**config.mk**
```make
export PLATFORM = sky130hd
export DESIGN_NAME = ptr_auth_unit
export DESIGN_NICKNAME = d
export VERILOG_FILES = /design/src/rtl/ptr_auth_pkg.sv /design/src/rtl/pa_key_bank.sv /design/src/rtl/pa_mix_pipe.sv /design/src/rtl/pa_result_fmt.sv /design/src/rtl/ptr_auth_unit.sv
export SDC_FILE = /design/constraint.sdc
export NUM_CORES = 2
export LEC_CHECK = 0
export ABC_AREA = 1
export BUFFER_PORTS_ARGS = -buffer_cell sky130_fd_sc_hd__buf_4
export CORE_ASPECT_RATIO = 0.6
export CORE_MARGIN = 2
export CORE_UTILIZATION = 43
export CTS_CLUSTER_DIAMETER = 40
export DETAILED_ROUTE_END_ITERATION = 12
export SYNTH_ARGS = -nofsm -noshare
export SYNTH_HDL_FRONTEND = slang
export SYNTH_HIERARCHICAL = 1
export SYNTH_SLANG_ARGS = --single-unit
export TNS_END_PERCENT = 1
```
**constraint.sdc**
```tcl
create_clock -name clk -period 4.76 [get_ports clk]
set_input_delay 1.428 -clock clk [delete_from_list [all_inputs] [get_ports clk]]
set_output_delay 1.428 -clock clk [all_outputs]
set_load 0.02 [all_outputs]
```
**src/rtl/ptr_auth_pkg.sv**
```systemverilog
// Shared constants, the pipeline slot type and the mixing helpers.
// Assumes a 64-bit pointer with a 48-bit virtual address.
package ptr_auth_pkg;
    localparam int WORD_W   = 64;
    localparam int VA_W     = 48;
    localparam int CODE_W   = WORD_W - VA_W;
    localparam int ROUNDS   = 4;
    localparam int KEY_CNT  = 5;
    localparam int KSEL_W   = 3;
    localparam int MIX_ROT  = 23;
    localparam int KEY_STEP = CODE_W;
    localparam int POISON_LSB = 61;

    localparam logic [KSEL_W-1:0] KSEL_DATA_A = 3'd2;
    localparam logic [KSEL_W-1:0] KSEL_GEN    = 3'd4;
    localparam logic [1:0] POISON_INST = 2'b10;
    localparam logic [1:0] POISON_DATA = 2'b01;

    typedef logic [WORD_W-1:0] word_t;

    typedef struct packed {
        logic              vld;
        logic              auth;
        logic [KSEL_W-1:0] ksel;
        word_t             ptr;
        word_t             key;
        word_t             st;
    } pa_slot_t;

    function automatic word_t rotl(input word_t x, input int unsigned n);
        int unsigned m;
        m = n % WORD_W;
        if (m == 0) return x;
        return (x << m) | (x >> (WORD_W - m));
    endfunction

    // One mixing round applied to a slot's state word.
    function automatic pa_slot_t mix_step(input pa_slot_t s, input int unsigned rnd);
        pa_slot_t o;
        o    = s;
        o.st = rotl(s.st ^ rotl(s.key, rnd * KEY_STEP), MIX_ROT) + s.st;
        return o;
    endfunction

    // Fold the final state down to the code width.
    function automatic logic [CODE_W-1:0] fold_code(input word_t s);
        logic [CODE_W-1:0] c;
        c = '0;
        for (int i = 0; i < WORD_W / CODE_W; i++) c ^= s[i*CODE_W +: CODE_W];
        return c;
    endfunction
endpackage

```
**src/rtl/pa_key_bank.sv**
```systemverilog
// Key register bank. Writes and reads through the side port require the
// privilege input. The datapath port reads the selected key
// unconditionally and returns zero for unused selects.
module pa_key_bank
    import ptr_auth_pkg::*;
(
    input  logic              clk,
    input  logic              rst_n,
    input  logic              priv,
    input  logic              wr_en,
    input  logic [KSEL_W-1:0] wr_sel,
    input  word_t             wr_data,
    input  logic [KSEL_W-1:0] rd_sel,
    output word_t             rd_data,
    input  logic [KSEL_W-1:0] use_sel,
    output word_t             use_key
);
    logic [KEY_CNT-1:0][WORD_W-1:0] keys;

    // Privileged key update.
    always_ff @(posedge clk) begin
        if (!rst_n) begin
            keys <= '0;
        end else if (wr_en && priv) begin
            for (int i = 0; i < KEY_CNT; i++)
                if (wr_sel == KSEL_W'(i)) keys[i] <= wr_data;
        end
    end

    // Privileged read-back mux.
    always_comb begin
        rd_data = '0;
        if (priv)
            for (int i = 0; i < KEY_CNT; i++)
                if (rd_sel == KSEL_W'(i)) rd_data = keys[i];
    end

    // Datapath key mux.
    always_comb begin
        use_key = '0;
        for (int i = 0; i < KEY_CNT; i++)
            if (use_sel == KSEL_W'(i)) use_key = keys[i];
    end

    p_locked_keys_r8: assert property (@(posedge clk) disable iff (!rst_n)
        !priv |=> $stable(keys));
endmodule

```
**src/rtl/pa_mix_pipe.sv**
```systemverilog
// Four-register mixing pipeline. Each stage applies one round and carries
// the request fields alongside. Assumes the caller loads the round-0 state.
module pa_mix_pipe
    import ptr_auth_pkg::*;
(
    input  logic     clk,
    input  logic     rst_n,
    input  pa_slot_t in_slot,
    output pa_slot_t out_slot
);
    pa_slot_t stg [ROUNDS];

    // Advance every stage by one round per cycle.
    always_ff @(posedge clk) begin
        if (!rst_n) begin
            for (int i = 0; i < ROUNDS; i++) stg[i].vld <= 1'b0;
        end else begin
            stg[0] <= mix_step(in_slot, 0);
            for (int i = 1; i < ROUNDS; i++) stg[i] <= mix_step(stg[i-1], i);
        end
    end

    assign out_slot = stg[ROUNDS-1];

    p_latency_r2: assert property (@(posedge clk) disable iff (!rst_n)
        in_slot.vld |-> ##4 out_slot.vld);
    p_no_spurious_r2: assert property (@(posedge clk) disable iff (!rst_n)
        !in_slot.vld |-> ##4 !out_slot.vld);
endmodule

```
**src/rtl/pa_result_fmt.sv**
```systemverilog
// Output formatter. From the last pipeline slot it builds the signed,
// stripped, poisoned or echoed pointer and the pass flag. Combinational only.
module pa_result_fmt
    import ptr_auth_pkg::*;
(
    input  pa_slot_t slot,
    output logic     out_valid,
    output word_t    out_ptr,
    output logic     out_pass
);
    logic [CODE_W-1:0] code;
    word_t             canon;
    word_t             poisoned;
    logic              legal;
    logic              inst_key;

    // Shared intermediate values.
    always_comb begin
        code     = fold_code(slot.st);
        canon    = {{CODE_W{slot.ptr[VA_W-1]}}, slot.ptr[VA_W-1:0]};
        legal    = slot.ksel < KSEL_GEN;
        inst_key = slot.ksel < KSEL_DATA_A;
        poisoned = canon;
        poisoned[POISON_LSB +: 2] = inst_key ? POISON_INST : POISON_DATA;
    end

    // Select the result by operation and outcome.
    always_comb begin
        out_valid = slot.vld;
        out_ptr   = '0;
        out_pass  = 1'b0;
        if (slot.vld) begin
            if (!legal) begin
                out_ptr = slot.ptr;
            end else if (!slot.auth) begin
                out_ptr  = {code, slot.ptr[VA_W-1:0]};
                out_pass = 1'b1;
            end else if (slot.ptr[WORD_W-1:VA_W] == code) begin
                out_ptr  = canon;
                out_pass = 1'b1;
            end else begin
                out_ptr = poisoned;
            end
        end
    end
endmodule

```
**src/rtl/ptr_auth_unit.sv**
```systemverilog
// Pointer authentication sign/verify unit top. It joins the key bank, the
// mixing pipeline and the result formatter. A request's key is taken from
// the bank at acceptance and travels with it down the pipeline.
module ptr_auth_unit
    import ptr_auth_pkg::*;
(
    input  logic        clk,
    input  logic        rst_n,
    input  logic        in_valid,
    input  logic        in_op_auth,
    input  logic [2:0]  in_key_sel,
    input  logic [63:0] in_ptr,
    input  logic [63:0] in_salt,
    output logic        out_valid,
    output logic [63:0] out_ptr,
    output logic        out_pass,
    input  logic        key_priv,
    input  logic        key_wr_en,
    input  logic [2:0]  key_wr_sel,
    input  logic [63:0] key_wr_data,
    input  logic [2:0]  key_rd_sel,
    output logic [63:0] key_rd_data
);
    word_t    cur_key;
    pa_slot_t head;
    pa_slot_t tail;

    pa_key_bank bank_i (
        .clk(clk), .rst_n(rst_n), .priv(key_priv),
        .wr_en(key_wr_en), .wr_sel(key_wr_sel), .wr_data(key_wr_data),
        .rd_sel(key_rd_sel), .rd_data(key_rd_data),
        .use_sel(in_key_sel), .use_key(cur_key)
    );

    // Build the entry slot with the round-0 state.
    always_comb begin
        head.vld  = in_valid;
        head.auth = in_op_auth;
        head.ksel = in_key_sel;
        head.ptr  = in_ptr;
        head.key  = cur_key;
        head.st   = {{CODE_W{1'b0}}, in_ptr[VA_W-1:0]} ^ in_salt;
    end

    pa_mix_pipe pipe_i (.clk(clk), .rst_n(rst_n), .in_slot(head), .out_slot(tail));

    pa_result_fmt fmt_i (.slot(tail), .out_valid(out_valid), .out_ptr(out_ptr), .out_pass(out_pass));

    p_idle_quiet_r10: assert property (@(posedge clk) disable iff (!rst_n)
        !out_valid |-> (out_ptr == '0) && !out_pass);
    p_sign_keeps_va_r4: assert property (@(posedge clk) disable iff (!rst_n)
        (out_valid && !tail.auth && tail.ksel < KSEL_GEN)
        |-> out_pass && (out_ptr[VA_W-1:0] == tail.ptr[VA_W-1:0]));
    p_strip_canon_r5: assert property (@(posedge clk) disable iff (!rst_n)
        (out_valid && tail.auth && out_pass)
        |-> out_ptr[WORD_W-1:VA_W] == {CODE_W{out_ptr[VA_W-1]}});
    p_poison_class_r6: assert property (@(posedge clk) disable iff (!rst_n)
        (out_valid && tail.auth && tail.ksel < KSEL_GEN && !out_pass)
        |-> out_ptr[POISON_LSB +: 2] == ((tail.ksel < KSEL_DATA_A) ? POISON_INST : POISON_DATA));
    p_illegal_echo_r7: assert property (@(posedge clk) disable iff (!rst_n)
        (out_valid && tail.ksel >= KSEL_GEN) |-> !out_pass && (out_ptr == tail.ptr));
endmodule

```
== Yosys cells after proc, flatten, opt, wreduce, memory -nomap -nowiden ==
Memory sizes are Yosys's and may differ from the RTL's.
Cells that the tools add are included.

* Reductions and logical operators: 9
* $add $sub $neg: 4
* Div/mod/pow operators: 0
* Bitwise logic cells: 19
* Shifts and indexed selects: 0
* Multiply operators: 0
* Multiplexer cells: 27
* Order comparisons: 2
* Equality and inequality tests: 13

{| class="wikitable"
|+ Operators by type and width
! operator !! number
|-
| two-way mux 64 bit || 15
|-
| adder 64 bit || 4
|-
| OR 64 x 23 -> 64 bit || 4
|-
| XOR 64 bit || 4
|-
| OR 64 x 16 -> 64 bit || 1
|-
| OR 64 x 32 -> 64 bit || 1
|-
| OR 64 x 48 -> 64 bit || 1
|-
| XOR 48 x 64 -> 64 bit || 1
|-
| two-way mux 63 bit || 1
|-
| XOR 16 bit || 3
|-
| equality test 3 x 2 -> 1 bit (second input constant) || 6
|-
| equality test 16 bit || 1
|-
| two-way mux 1 bit || 10
|-
| AND reduction 2 bit || 5
|-
| equality test 3 x 1 -> 1 bit (second input constant) || 3
|-
| equality test 3 bit (second input constant) || 3
|-
| logical NOT 3 bit || 3
|-
| OR 1 bit || 4
|-
| < comparator 3 x 2 -> 1 bit (second input constant) || 1
|-
| < comparator 3 bit (second input constant) || 1
|-
| two-way mux 2 bit || 1
|-
| logical AND 1 bit || 1
|}

* Word-level logic and storage cells: 80
* Output and inout port bits: 130
* Bits in latches: 0
* Memories: 1
* Bits in writable memories: 788
* Bits of input ports: 207
* Register bits after elaboration: 320
* Memory bits (read-only): 0

{| class="wikitable"
|+ Memory list
! name !! depth !! bits a word !! read ports !! clocked after memory_dff !! wr ports !! RTL line !! source
|-
| pipe_i.stg || 4 || 197 || 4 || 0 || 4 || pa_mix_pipe.sv:11 || <nowiki>pa_slot_t stg [ROUNDS];</nowiki>
|}

== Logic depth before layout (Yosys ltp) ==
* Depth in word-level cells: 10
* Mapped depth: 22
* Depth with buffers taken out: 21

== Hierarchy ==
Netlist, hierarchy kept.

{| class="wikitable"
|+ By module, submodules not included
! module !! times used !! seq. area each (µm²) !! area each (µm²) !! cells each
|-
| pa_mix_pipe || 1 || 23622.7 || 51419.3 || 6450
|-
| pa_key_bank || 1 || 6406.1 || 16169.3 || 2590
|-
| pa_result_fmt || 1 || 0.0 || 1903.1 || 435
|-
| ptr_auth_unit || 1 || 0.0 || 900.9 || 240
|}

== Worst setup path after synthesis ==
No wires, ideal clock.

* Path type: in2reg
* Start point: input in_key_sel[1]
* End point: memory pipe_i/stg[0][48] (netlist bit) (data pin)
* Stages on the path: 20
* Required time: 4.507 ns
* Library setup time: 0.253 ns
* Setup slack: 0.680 ns
* Buffers on the path: 1
* Arrival time: 3.827 ns
* Path through: nor3_2 buf_2 nand2_1 nand2_1 inv_1 nand4_1 xor2_1 ha_1 inv_1 fa_1 inv_1 nand3_1 nand2_2 nand2_1 nand2_1 nand3_1 nand2_1 nand2_1 nand4_1 nand2_1

{| class="wikitable"
|+ RTL lines
! element !! RTL line !! source
|-
| start: declaration || ptr_auth_unit.sv:11 || <nowiki>input logic [2:0] in_key_sel,</nowiki>
|-
| end: declaration || pa_mix_pipe.sv:11 ||
|}

==> impl_metrics.prom <==
# TYPE chip_impl_metric gauge
chip_impl_metric{name="fin_area",unit="sq um"} 79700
chip_impl_info{name="critical_path_most_common_cell",value="nand2_1"} 1
chip_impl_metric{name="path_clk_slew",unit="ns"} 0.06
chip_impl_metric{name="power.share.sequential",unit="%"} 26.8
chip_impl_metric{name="setup_viol_count_final",unit=""} 0
chip_impl_metric{name="syn-mean-instance-area",unit="sq um"} 7.08
chip_impl_metric{name="insertion_delay",unit="ns"} 0.80
chip_impl_metric{name="cts.repair_timing.setup_buffer_count",unit=""} 0
chip_impl_metric{name="fin_util",unit="%"} 51.0
chip_impl_metric{name="start_util",unit="%"} 43.5
chip_impl_metric{name="grt_usage",unit="%"} 38.4
chip_impl_metric{name="worstSetupPathDepth",unit=""} 23
chip_impl_metric{name="floorplan_core_area",unit="sq um"} 156000
chip_impl_metric{name="antenna_found_initial",unit=""} 26
chip_impl_info{name="clock-root-buffer",value="clkbuf_16"} 1
chip_impl_metric{name="grt_pass1_wl",unit="microns"} 435000
chip_impl_metric{name="power.ir.vdd_worst",unit="V"} 0.000422
chip_impl_info{name="rsz0062_at_grt",value="false"} 1
chip_impl_metric{name="area.growth.synth_to_final",unit="%"} 17.4
chip_impl_metric{name="core.rowCount",unit=""} 112
chip_impl_metric{name="timing.max_slew.rel_slack",unit="%"} 25.3
chip_impl_info{name="status",value="complete, no violations"} 1
chip_impl_metric{name="p_leak",unit="nW"} 40.4
chip_impl_metric{name="reg2reg_setup_slack",unit="ns"} 1.12
chip_impl_metric{name="slew_viol_final",unit=""} 0
chip_impl_metric{name="post_synth_instance_area",unit="sq um"} 67900
chip_impl_metric{name="drtPass1Iterations",unit=""} 6
chip_impl_info{name="crit_end",value="pipe_i/stg[0][25]"} 1
chip_impl_metric{name="dp_slack",unit="ns"} -0.331
chip_impl_metric{name="via_count",unit=""} 66100
chip_impl_metric{name="quantity_of_i_o_buffers_inserted_on_ports",unit=""} 336
chip_impl_info{name="most-common-layout-cells",value="nand2_1, inv_1, nor2_1, edfxtp_1, buf_4"} 1
chip_impl_metric{name="num_io_pins",unit=""} 337
chip_impl_metric{name="hold_viol",unit=""} 0
chip_impl_metric{name="yosysWarnings",unit=""} 6
chip_impl_metric{name="drc_errors_left",unit=""} 0
chip_impl_metric{name="totalNegativeSetupSlack",unit="ns"} 0
chip_impl_metric{name="crit_path_max_incr_delay",unit="ns"} 0.55
chip_impl_metric{name="antenna_violating_nets_post_route",unit=""} 0
chip_impl_info{name="critical_path.startpoint",value="in_key_sel[2]"} 1
chip_impl_metric{name="via_per_inst",unit=""} 5.34
chip_impl_metric{name="number_of_nets_at_the_end_of_the_flow",unit=""} 10600
chip_impl_metric{name="clock_sinks",unit=""} 1040
chip_impl_metric{name="dieHeight",unit="microns"} 312
chip_impl_metric{name="netlist_instances",unit=""} 9582
chip_impl_metric{name="avgRoutedWirePerCell",unit="microns"} 25.6
chip_impl_metric{name="totalPowerFinal",unit="W"} 0.0514
chip_impl_metric{name="first_iter_violations",unit=""} 10400
chip_impl_metric{name="power.share.switching",unit="%"} 50.7
chip_impl_info{name="reg_to_reg_end",value="pipe_i/stg[0][237]"} 1
chip_impl_metric{name="final_layout_size_suffix_gt1_share",unit="%"} 11.8
chip_impl_metric{name="htree_num_levels",unit=""} 4
chip_impl_metric{name="number_of_global_route_vias_before_repair",unit=""} 57800
chip_impl_metric{name="cts_hold_buf",unit=""} 0
chip_impl_info{name="critical_path_class",value="in -> reg"} 1
chip_impl_metric{name="dp_hpwl",unit="microns"} 261000
chip_impl_info{name="timing.critical_path.max_delay_family",value="simple AND/OR/NAND/NOR gates"} 1
chip_impl_metric{name="critical_path_required",unit="ns"} 5.27
chip_impl_metric{name="detailed_place.area",unit="sq um"} 75000
chip_impl_metric{name="postLayoutSetupSlackWorst",unit="ns"} 0.232
chip_impl_info{name="hold_path_class",value="reg -> reg"} 1
chip_impl_metric{name="worstPathBufferInverterCount",unit=""} 8
chip_impl_metric{name="worst-r2r-cell-count",unit=""} 12
chip_impl_info{name="cts_tree",value="done"} 1
chip_impl_metric{name="grt_max_degree",unit=""} 169
chip_impl_metric{name="power_frac_clock",unit="%"} 20.8
chip_impl_metric{name="postRouteWirelength",unit="microns"} 317000
chip_impl_metric{name="worst_pin_slew",unit="ns"} 1.11
chip_impl_info{name="timing.rr.start",value="pipe_i/stg[0][63]"} 1
chip_impl_metric{name="fin_skew",unit="ns"} 0.0566
chip_impl_metric{name="switching_power",unit="W"} 0.0260
chip_impl_metric{name="gr-total-overflow",unit=""} 0
chip_impl_metric{name="power_report.internal_total",unit="W"} 0.0253
chip_impl_info{name="cp_slowest_cell",value="xor2_1"} 1
chip_impl_metric{name="power_density",unit="nW/um^2"} 645
chip_impl_metric{name="critPathMaxFanout",unit=""} 14
chip_impl_metric{name="total_cts_buffers",unit=""} 141
chip_impl_info{name="setup.worst_path.start_class",value="input pin"} 1
chip_impl_info{name="setup.worst_path.end_class",value="flop"} 1
chip_impl_metric{name="mappedNetlistNets",unit=""} 10100
chip_impl_metric{name="post_cts_gate_resize_count",unit=""} 0
chip_impl_metric{name="cp_data_arrival_time",unit="ns"} 5.04
chip_impl_metric{name="finalCritPeriodShare",unit="%"} 95.1
chip_impl_metric{name="layout_min_cycle_time",unit="ns"} 4.53
chip_impl_metric{name="fmax",unit="MHz"} 221
chip_impl_metric{name="p_comb_share",unit="%"} 52.4
chip_impl_metric{name="gp_routability_congestion",unit=""} 1.10
chip_impl_metric{name="clk_path_buf_depth",unit=""} 4
chip_impl_info{name="leading_cell_type_in_the_layout_fill_and_taps_excluded",value="nand2_1"} 1
chip_impl_metric{name="maxCapViolations",unit=""} 0
chip_impl_info{name="crit_chain",value="buf_4 -> inv_1 -> nand2_1 -> nor2_4 -> inv_2 -> buf_12 -> buf_4 -> nor2_1 -> nor2_1 -> nand3_1 -> xor2_1 -> buf_4 -> ha_1 -> nand2_1 -> nand2_1 -> buf_4 -> inv_1 -> nand2_1 -> nand2_1 -> nand2_1 -> a21oi_1 -> nand2_1 -> xor2_1"} 1
chip_impl_metric{name="die_x",unit="microns"} 517
chip_impl_metric{name="fp.dieArea",unit="sq um"} 161000
## worst min path at each step
stage                            start                 end  slack [ns]  cells after the start
global route        pipe_i/stg[0][525]  pipe_i/stg[0][722]        0.39                      0
finish              pipe_i/stg[0][176]  pipe_i/stg[0][373]        0.39                      0
detailed placement  pipe_i/stg[0][130]  pipe_i/stg[0][327]        0.40                      0
CTS                 pipe_i/stg[0][176]  pipe_i/stg[0][373]        0.38                      0
global placement    pipe_i/stg[0][385]  pipe_i/stg[0][582]        0.40                      0
floorplan           pipe_i/stg[0][590]  pipe_i/stg[0][787]        0.39                      2
## layout make-up
type | instances | area (sq um)
Antenna cell | 13 | 32.5
Clock buffer | 160 | 3700
Inverter | 1757 | 6600
Fill cell | 15400 | 76500
Timing Repair Buffer | 756 | 6270
Tap cell | 2109 | 2640
Sequential cell | 1040 | 28000
Multi-Input combinational cell | 6447 | 31500
Clock inverter | 83 | 910
## power by group through the flow
stage | Clock, W | Combinational [W] | Sequential (W)
after global placement | 0 | 0.0253 | 0.0138
after detailed placement | 0 | 0.0253 | 0.0138
final | 0.0107 | 0.0269 | 0.0138
after CTS | 0.0108 | 0.0254 | 0.0136
after floorplan | 0 | 0.0154 | 0.0125
after global routing | 0.0111 | 0.0286 | 0.0137
## per-layer routing
| layer | track usage [%] | up-vias | wire [microns] |
|---|---|---|---|
| met5 | 0 | - | 23 |
| li1 | - | 30700 | - |
| met4 | 6.98 | 4 | 6330 |
| met2 | 45.3 | 3977 | 108000 |
| met1 | 63.1 | 31100 | 154000 |
| met3 | 14.4 | 369 | 48900 |
## state kept, by name (all words and copies together), names as in the netlist
| register | count |
|---|---|
| pipe_i/stg | 720 |
| bank_i/keys | 320 |
## per-stage QoR
| step | instances | hold WS [ns] |
|---|---|---|
| floorplan | 9582 | 0.386 |
| global placement | 12100 | 0.400 |
| detailed placement | 12100 | 0.405 |
| CTS | 12400 | 0.382 |
| global route | 12400 | 0.390 |
| finish | 12400 | 0.385 |
No activity file was read; power rests on OpenSTA's default activity.
